### src/rtl/zc_gain_pkg.sv
package zc_gain_pkg;
  // Number of sample ticks in a timeout window for a given select code.
  function automatic int unsigned tmo_ticks(input logic [1:0] sel, input int unsigned base);
    return base << sel;
  endfunction

  // A crossing is a sign change between two consecutive samples.
  function automatic logic sign_flip(input logic prev_s, input logic cur_s);
    return prev_s ^ cur_s;
  endfunction
endpackage

### src/rtl/zc_tmo_timer.sv
module zc_tmo_timer #(
  parameter int unsigned TMO_BASE = 256,
  parameter int unsigned CW       = $clog2(TMO_BASE * 8)
) (
  input  logic          clk,
  input  logic          rst_n,
  input  logic          fs_tick,
  input  logic          restart,
  input  logic          pend_any,
  input  logic [1:0]    tmo_sel,
  output logic          tmo_hit,
  output logic [CW-1:0] cnt
);
  import zc_gain_pkg::*;
  localparam int unsigned LW = CW + 1;

  logic [LW-1:0] lim;

  always_comb begin
    lim     = LW'(tmo_ticks(tmo_sel, TMO_BASE));
    tmo_hit = pend_any && fs_tick && !restart && ({1'b0, cnt} >= lim - LW'(1));
  end

  always_ff @(posedge clk or negedge rst_n) begin
    if (!rst_n)                cnt <= '0;
    else if (restart)          cnt <= '0;
    else if (pend_any && fs_tick)
      cnt <= tmo_hit ? '0 : cnt + CW'(1);
  end
endmodule

### src/rtl/zc_lane.sv
module zc_lane #(
  parameter int unsigned GW = 7
) (
  input  logic          clk,
  input  logic          rst_n,
  input  logic          fs_tick,
  input  logic          sign_s,
  input  logic          wr_imm,
  input  logic          wr_arm,
  input  logic [GW-1:0] wr_gain,
  input  logic [GW-1:0] target,
  input  logic          tmo_hit,
  output logic [GW-1:0] gain,
  output logic          pending,
  output logic          zc_hit
);
  import zc_gain_pkg::*;

  logic prev_s;

  assign zc_hit = fs_tick && sign_flip(prev_s, sign_s);

  always_ff @(posedge clk or negedge rst_n) begin
    if (!rst_n)       prev_s <= 1'b0;
    else if (fs_tick) prev_s <= sign_s;
  end

  always_ff @(posedge clk or negedge rst_n) begin
    if (!rst_n) begin
      gain    <= '0;
      pending <= 1'b0;
    end else if (wr_imm) begin
      gain    <= wr_gain;
      pending <= 1'b0;
    end else if (wr_arm) begin
      pending <= 1'b1;
    end else if (pending && (zc_hit || tmo_hit)) begin
      gain    <= target;
      pending <= 1'b0;
    end
  end
endmodule

### src/rtl/zc_gain_ctrl.sv
module zc_gain_ctrl #(
  parameter int unsigned NCH      = 2,
  parameter int unsigned GW       = 7,
  parameter int unsigned TMO_BASE = 256
) (
  input  logic              clk,
  input  logic              rst_n,
  input  logic              fs_tick,
  input  logic [NCH-1:0]    sign_in,
  input  logic              wr_en,
  input  logic [GW-1:0]     wr_gain,
  input  logic              zc_en,
  input  logic [1:0]        tmo_sel,
  input  logic              adc_pwr,
  output logic [NCH*GW-1:0] gain_out,
  output logic [NCH-1:0]    done
);
  localparam int unsigned CW = $clog2(TMO_BASE * 8);

  logic          wr_imm;
  logic          wr_arm;
  logic          tmo_hit;
  logic          pend_any;
  logic [CW-1:0] tmr_cnt;
  logic [NCH-1:0] pend;
  logic [NCH-1:0] zc_hit;
  logic [GW-1:0]  target;

  assign wr_arm   = wr_en && zc_en && adc_pwr;
  assign wr_imm   = wr_en && !(zc_en && adc_pwr);
  assign pend_any = |pend;
  assign done     = ~pend;

  always_ff @(posedge clk or negedge rst_n) begin
    if (!rst_n)     target <= '0;
    else if (wr_en) target <= wr_gain;
  end

  zc_tmo_timer #(.TMO_BASE(TMO_BASE), .CW(CW)) u_timer (
    .clk(clk), .rst_n(rst_n), .fs_tick(fs_tick), .restart(wr_arm),
    .pend_any(pend_any), .tmo_sel(tmo_sel), .tmo_hit(tmo_hit), .cnt(tmr_cnt)
  );

  for (genvar i = 0; i < NCH; i++) begin : g_lane
    zc_lane #(.GW(GW)) u_lane (
      .clk(clk), .rst_n(rst_n), .fs_tick(fs_tick), .sign_s(sign_in[i]),
      .wr_imm(wr_imm), .wr_arm(wr_arm), .wr_gain(wr_gain), .target(target),
      .tmo_hit(tmo_hit), .gain(gain_out[i*GW +: GW]), .pending(pend[i]),
      .zc_hit(zc_hit[i])
    );
  end
endmodule

### config.mk
export PLATFORM = sky130hd
export DESIGN_NAME = zc_gain_ctrl
export DESIGN_NICKNAME = d
export VERILOG_FILES = /design/src/rtl/zc_gain_pkg.sv /design/src/rtl/zc_tmo_timer.sv /design/src/rtl/zc_lane.sv /design/src/rtl/zc_gain_ctrl.sv
export SDC_FILE = /design/constraint.sdc
export NUM_CORES = 1
export LEC_CHECK = 0
export ABC_AREA = 1
export BUFFER_PORTS_ARGS = -buffer_cell sky130_fd_sc_hd__buf_4
export CORE_UTILIZATION = 46
export DETAILED_ROUTE_END_ITERATION = 6
export GPL_TIMING_DRIVEN = 1
export PLACE_DENSITY_LB_ADDON = 0.25
export SYNTH_ARGS = -nofsm -noshare
export SYNTH_HDL_FRONTEND = slang
export SYNTH_SLANG_ARGS = --single-unit
### constraint.sdc
create_clock -name clk -period 1.48 [get_ports clk]
set_input_delay 0.074 -clock clk [delete_from_list [all_inputs] [get_ports clk]]
set_output_delay 0.074 -clock clk [all_outputs]
set_load 0.05 [all_outputs]
==> results of run 1 <==
-- Yosys cell counts (all sizes together) --
master and number:
nand2 73, a22o 1, nor2 14, o22ai 4, nand4 1, buf 4, a21oi 4, nand3 22
ha 4, dfrtp 36, nor3 1, o21ai 19, inv 25, mux2 2, a2bb2oi 1, xor2 5
or2 1
-- final cells by class --
class | instances | area share
clock inverters | 2 | 0.01409
inverters | 25 | 0.04076
repair buffers | 47 | 0.1490
clock buffers | 6 | 0.02919
flip-flops and latches | 36 | 0.3624
well taps | 48 | 0.02416
multi-input cells | 152 | 0.3805
-- power by group --
group | leakage (nW) | internal [mW] | total [mW] | switching [mW]
clock network | 0.0552 | 0.500 | 0.845 | 0.345
registers | 0.460 | 1.10 | 1.17 | 0.0689
logic | 0.716 | 0.265 | 0.763 | 0.498
total | 1.23 | 1.86 | 2.77 | 0.912
-- cells in the final DEF, fill, tap and decap left out, drive strengths merged --
cell type and instances:
nor2 14, ha 4, nand2 73, nor3 1
mux2 2, xor2 5, buf 43, a22o 1
or2 1, bufinv 1, clkbuf 6, a2bb2oi 1
a21oi 4, dfrtp 36, clkinv 1, o22ai 4
o21ai 19, dlygate4sd3 4, inv 25, nand4 1
nand3 22
-- kinds of logic after synthesis --
group | count (synthesis) | share of synthesized area
AND/OR/NAND/NOR | 112 | 0.2909
flip-flops | 36 | 0.4905
AO/OA/AOI/OAI | 29 | 0.08787
buffers and inverters | 29 | 0.06743
XOR/XNOR | 5 | 0.02384
adder cells (fa/ha/maj) | 4 | 0.02725
multiplexers | 2 | 0.01226
-- per-layer routing --
metal	GRT usage	up-vias	wire length, um	share of wire
met4	0.08152	0	80	0.021
met5	0	-	0	0
met1	0.2752	709	1921	0.49
met3	0.06250	9	147	0.038
met2	0.3028	26	1743	0.45
li1	-	795	-	-
-- stage by stage --
step / power [mW] / setup slack, ps / hold WS [ps]
floorplan: 1.629 / -52.61 / -221.6
global placement: 1.860 / -88.93 / 59.23
detailed placement: 1.876 / -146.0 / 51.85
CTS: 2.760 / -137.2 / 30.53
global route: 2.910 / -225.4 / 40.02
finish: 2.773 / -146.5 / 37.79
-- final timing paths --
check | from | end | slack, ps | depth (start not counted)
setup / recovery | u_timer.cnt[9]$_DFFE_PN0P_ | g_lane[0].u_lane.gain[3]$_DFFE_PN0P_ | -150 | 11
hold / removal | sign_in[1] | g_lane[1].u_lane.prev_s$_DFFE_PN0P_ | 40 | 2
setup reg to reg | u_timer.cnt[9]$_DFFE_PN0P_ | g_lane[0].u_lane.gain[3]$_DFFE_PN0P_ | -150 | 11
hold reg to reg | target[2]$_DFFE_PN0P_ | target[2]$_DFFE_PN0P_ | 490 | 2
max in group asynchronous | rst_n | u_timer.cnt[9]$_DFFE_PN0P_ | 900 | 2
min in group asynchronous | rst_n | u_timer.cnt[3]$_DFFE_PN0P_ | 270 | 2
-- flip-flops by register name (all words and copies together), names as in the netlist --
| register | flops |
|---|---|
| g_lane.u_lane.prev_s | 2 |
| g_lane.u_lane.gain | 14 |
| g_lane.u_lane.pending | 2 |
| target | 7 |
| u_timer.cnt | 11 |
-- what timing repair did --
action	in CTS	in global routing
buffers inserted	1	2
pin swaps	2	8
gates cloned	0	0
endpoints found under the hold margin	39	0
endpoints found under the setup margin	22	27
gates resized for setup	13	19
hold buffers	4	0
-- worst max-delay path: cells and delay by family, from the launching register on --
kind | cells | cell delay (ps)
fa+ha+maj | 1 | 230
simple gates | 9 | 710
flops | 1 | 400
compound gates | 1 | 170
==> impl_metrics.yaml, run 1 <==
pwr:
  irDropWorstVdd_v: 0.0006962
  p_leak_nw: 1.231
  powerDensity_nw_per_um2: 1116
layout:
  final_nets: 288
  regArea_sq_um: 900.9
  fin_area_sq_um: 2486
  antennaDiodeCount: 0
  area_delta_synth_final_pct: 35.35
  fin_cells: 316
  drive_gt1_frac: 0.3433
  multi_input_area_sq_um: 945.9
  fin_util: 0.6641
  fillers: 337
clocking:
  clockBufferDepth: 2
  clkSinkCount: 36
  root_buffer: "clkbuf_8"
  numCtsBuffers: 5
  cts_tree: "yes"
  h-tree-depth: 2
  clock_latency_ps: 290
  cts.clk_slew.worst_paths_ps: 70
setup_path:
  cp_slowest_cell: "dfrtp_1"
  path_common_cell: "nand2_2"
  required_ps: 1660
  start_kind: "flip-flop"
  worst-setup-path-type: "reg -> reg"
  crit_path_end_kind: "flip-flop"
  max_stage_delay_ps: 400
  arrival_ps: 1810
  path_cells: "ha_4 -> nand2_2 -> nand2_2 -> a21oi_2 -> nand2_2 -> nand2_4 -> nand2_4 -> nand2_8 -> nand2_8 -> nand2_1 -> nand2_1"
  cp_max_fo: 8
timing:
  setup_viol: 15
  max_slew_margin: 0.5865
  fin_crit_ps: 1626
  hold_viol_final: 0
  fin_worst_skew_ps: 6.775
  fin_crit_sh: 1.099
  final_max_slew_viol_count: 0
  fin_setup_tns_ps: -1409
  tightest_slew_ps: 613.7
  grt_setup_unrepaired: "yes"
  max_freq_ghz: 0.6148
  finalWorstSetupSlack_ps: -146.5
place:
  placed_cell_area_sq_um: 2183
  port_buffers: 32
  placedCellCount: 302
  place_hpwl_um: 2732
  globalplace.congestion: 0.7992
yosys:
  synth_area_per_cell_sq_um: 8.464
  ys_warn_count: 0
  synth_top_area_frac: 0.4905
  synth_nets: 238
  ys_seq_area_frac: 0.4905
  synth.distinct_cells: 28
  synthCells: 217
  synth_area_sq_um: 1837
  synth_area_leaders: "dfrtp_1 49%, nand2_1 13%, nand3_1 5.4%"
  yosys.area.top_type: "dfrtp_1"
  synth_seq_cells: 36
drt:
  wl_um: 3893
  drt-vias-per-instance: 4.870
  ant_nets: 0
  initialDrtViolationCount: 88
  drt_first_pass_iters: 4
  num_vias: 1539
  wl_per_cell_um: 12.32
  drc: 0
grt:
  antenna_found_initial: 0
  grtUsageTotal: 0.2036
  grt_max_degree: 37
  first_global_vias: 1448
  grt_pass1_wl_um: 6465
  gr-total-overflow: 0
run_status:
  failed_checks: "negative setup slack"
  status: "finished, violations left"
floorplanning:
  pin_count: 33
  die_area_sq_um: 4250
  placementRows: 22
  core_area_sq_um: 3744
  die_h_um: 65.19
  initial_core_util: 0.4906
  fp.dieW_um: 65.19
worst_hold_path:
  worstHoldPathType: "in -> reg"
run:
  maxCapViolations: 0
Power figures use the tool's default switching activity.
==> run 2: changes to the inputs <==
--- a/config.mk
+++ b/config.mk
@@ -11,6 +11,7 @@
 export DETAILED_ROUTE_END_ITERATION = 6
 export GPL_TIMING_DRIVEN = 1
 export PLACE_DENSITY_LB_ADDON = 0.25
+export REMOVE_ABC_BUFFERS = 1
 export SYNTH_ARGS = -nofsm -noshare
 export SYNTH_HDL_FRONTEND = slang
 export SYNTH_SLANG_ARGS = --single-unit
==> run 2 against run 1 <==
  * The run still ends with negative setup slack left
  * Final cell count rose by 1.6%
  * Clock-buffer cell count did not move
  * Sequential power barely moved
  * Highest routed layer unchanged
  * Sequential share of layout area fell by 0.41 points
  * Flip-flop and latch count did not move
  * Total power rose by 0.22%
==> impl_metrics.yaml, run 2 (same netlist as run 1, synthesis figures left out) <==
pwr:
  internal_power_mw: 1.871
  swShare: 0.3268
  p_seq_frac: 0.420
  powerDensity_nw_per_um2: 1105
  p_leak_nw: 1.257
  irDropWorstVdd_v: 0.0009006
  pwr-share-comb: 0.274
  clkPwrFrac: 0.306
  switchingPower_uw: 908.3
layout:
  final_cell_mix: "54 x nand2_1, 47 x buf_4, 36 x dfrtp_1"
  fin_area_sq_um: 2515
  largest_reg_flops: 14
  final_nets: 293
  top_register: "g_lane.u_lane.gain"
  area_delta_synth_final_pct: 36.92
  fin_util: 0.6718
  drive_gt1_frac: 0.3480
  largestRegisters: "g_lane.u_lane.gain x14, u_timer.cnt x11, target x7"
  layout_commonest_cell: "nand2_1"
  antennaDiodeCount: 0
  fillers: 329
setup_path:
  crit_buf_inv: 0
  crit_path_end_kind: "flip-flop"
  arrival_ps: 1820
  path_delay_family: "simple AND/OR/NAND/NOR gates"
  path_common_cell: "nand2_2"
  worst-setup-path-type: "reg -> reg"
  cp_max_fo: 8
  max_stage_delay_ps: 410
  required_ps: 1710
  path_cells: "ha_4 -> nand2_1 -> nor2_2 -> nand3_2 -> nand2_2 -> nand2_4 -> nand2_4 -> nand2_8 -> nand2_8 -> nand2_2 -> nand2_2"
  start_kind: "flip-flop"
  cp_slowest_cell: "dfrtp_1"
clocking:
  cts.clk_slew.worst_paths_ps: 70
  numCtsBuffers: 5
  clockBufferDepth: 2
  cts_tree: "yes"
  h-tree-depth: 2
  root_buffer: "clkbuf_8"
  clock_latency_ps: 290
  clkSinkCount: 36
drt:
  drc: 0
  wl_per_cell_um: 11.88
  initialDrtViolationCount: 126
  ant_nets: 0
  drt-vias-per-instance: 4.847
  wl_um: 3812
  drt_first_pass_iters: 4
  num_vias: 1556
timing:
  holdWs_ps: 9.461
  tightest_slew_ps: 452.2
  fin_crit_sh: 1.076
  setup_viol: 23
  fin_setup_tns_ps: -1687
  hold_viol_final: 0
  final_max_slew_viol_count: 0
  grt_setup_unrepaired: "yes"
  fin_crit_ps: 1593
  max_freq_ghz: 0.6279
  max_slew_margin: 0.6985
  finalWorstSetupSlack_ps: -112.7
  fin_worst_skew_ps: 3.689
worst_hold_path:
  worstHoldPathType: "in -> reg"
place:
  port_buffers: 32
  place_hpwl_um: 2606
  placed_cell_area_sq_um: 2215
  globalplace.congestion: 0.7960
grt:
  grt_pass1_wl_um: 6568
  gr-total-overflow: 0
  antenna_found_initial: 0
  first_global_vias: 1478
  grt_max_degree: 37
  grtUsageTotal: 0.2028
floorplanning:
  placementRows: 22
  fp.dieW_um: 65.19
  pin_count: 33
  core_area_sq_um: 3744
  initial_core_util: 0.4906
  die_area_sq_um: 4250
  die_h_um: 65.19
run_status:
  status: "finished, violations left"
  failed_checks: "negative setup slack"
run:
  maxCapViolations: 0
-- run 2: cell count changes in the layout (fill, tap and decap cells not counted), moves of 2 or more --
cell	before	now
buf_4	41	47
nand2_1	52	54
nand3_1	18	20
nand3_2	4	2
-- run 2: repair_timing --
item | CTS | global route
hold buffers | 3 | 0
setup endpoints to repair | 25 | 27
hold endpoints to repair | 38 | 0
setup buffers | 0 | 5
pin swaps | 4 | 17
resized for setup | 13 | 14
-- run 2: power groups by stage --
| stage | combinational (mW) | sequential [mW] | clock, mW |
|---|---|---|---|
| 4_1_cts | 0.736 | 1.17 | 0.870 |
| 3_5_place_dp | 0.704 | 1.18 | 0 |
| 5_1_grt | 0.823 | 1.18 | 0.927 |
| 3_3_place_gp | 0.698 | 1.18 | 0 |
| 2_1_floorplan | 0.225 | 1.39 | 0 |
| 6_report | 0.762 | 1.17 | 0.850 |
-- run 2: metrics by stage --
| step | total power, mW | cells | setup slack [ps] |
|---|---|---|---|
| floorplan | 1.619 | 213 | -135.4 |
| global placement | 1.882 | 305 | -116.4 |
| detailed placement | 1.889 | 305 | -159.6 |
| CTS | 2.771 | 316 | -107.1 |
| global route | 2.929 | 321 | -208.5 |
| finish | 2.779 | 321 | -112.7 |
-- run 2: final timing paths --
check                                                        to                        start  depth (start not counted)  slack, ps
max                        g_lane[1].u_lane.gain[4]$_DFFE_PN0P_  u_timer.cnt[10]$_DFFE_PN0P_                         11       -110
min                                       target[1]$_DFFE_PN0P_                   wr_gain[1]                          3          9
max reg2reg                g_lane[1].u_lane.gain[4]$_DFFE_PN0P_  u_timer.cnt[10]$_DFFE_PN0P_                         11       -110
min reg2reg                               target[2]$_DFFE_PN0P_        target[2]$_DFFE_PN0P_                          2        490
max in group asynchronous  g_lane[0].u_lane.gain[2]$_DFFE_PN0P_                        rst_n                          2        890
min in group asynchronous   g_lane[0].u_lane.prev_s$_DFFE_PN0P_                        rst_n                          2        270
-- run 2: routing by layer --
layer  global-route usage  part of all wire  up-vias
met5                    0                 0        -
met4              0.05707            0.0087        0
met3              0.04861             0.030        4
met2               0.3144              0.49       23
met1               0.2817              0.47      723
li1                     -                 -      806
-- run 2: worst min-delay path, delay by kind of cell --
kind	cells	cell delay, ps
and+or+nand+nor	1	30
AOI/OAI and AO/OA	1	70
buffers and inverters	1	80
-- run 2: layout make-up --
cell class	count	area [sq um]	area share
clock buffer	6	72.57	0.02886
timing repair buffer	52	414.1	0.1647
tap	48	60.06	0.02388
clock inverter	2	35.03	0.01393
multi-input combinational	152	933.4	0.3711
inverter	25	98.84	0.03930
sequential	36	900.9	0.3582
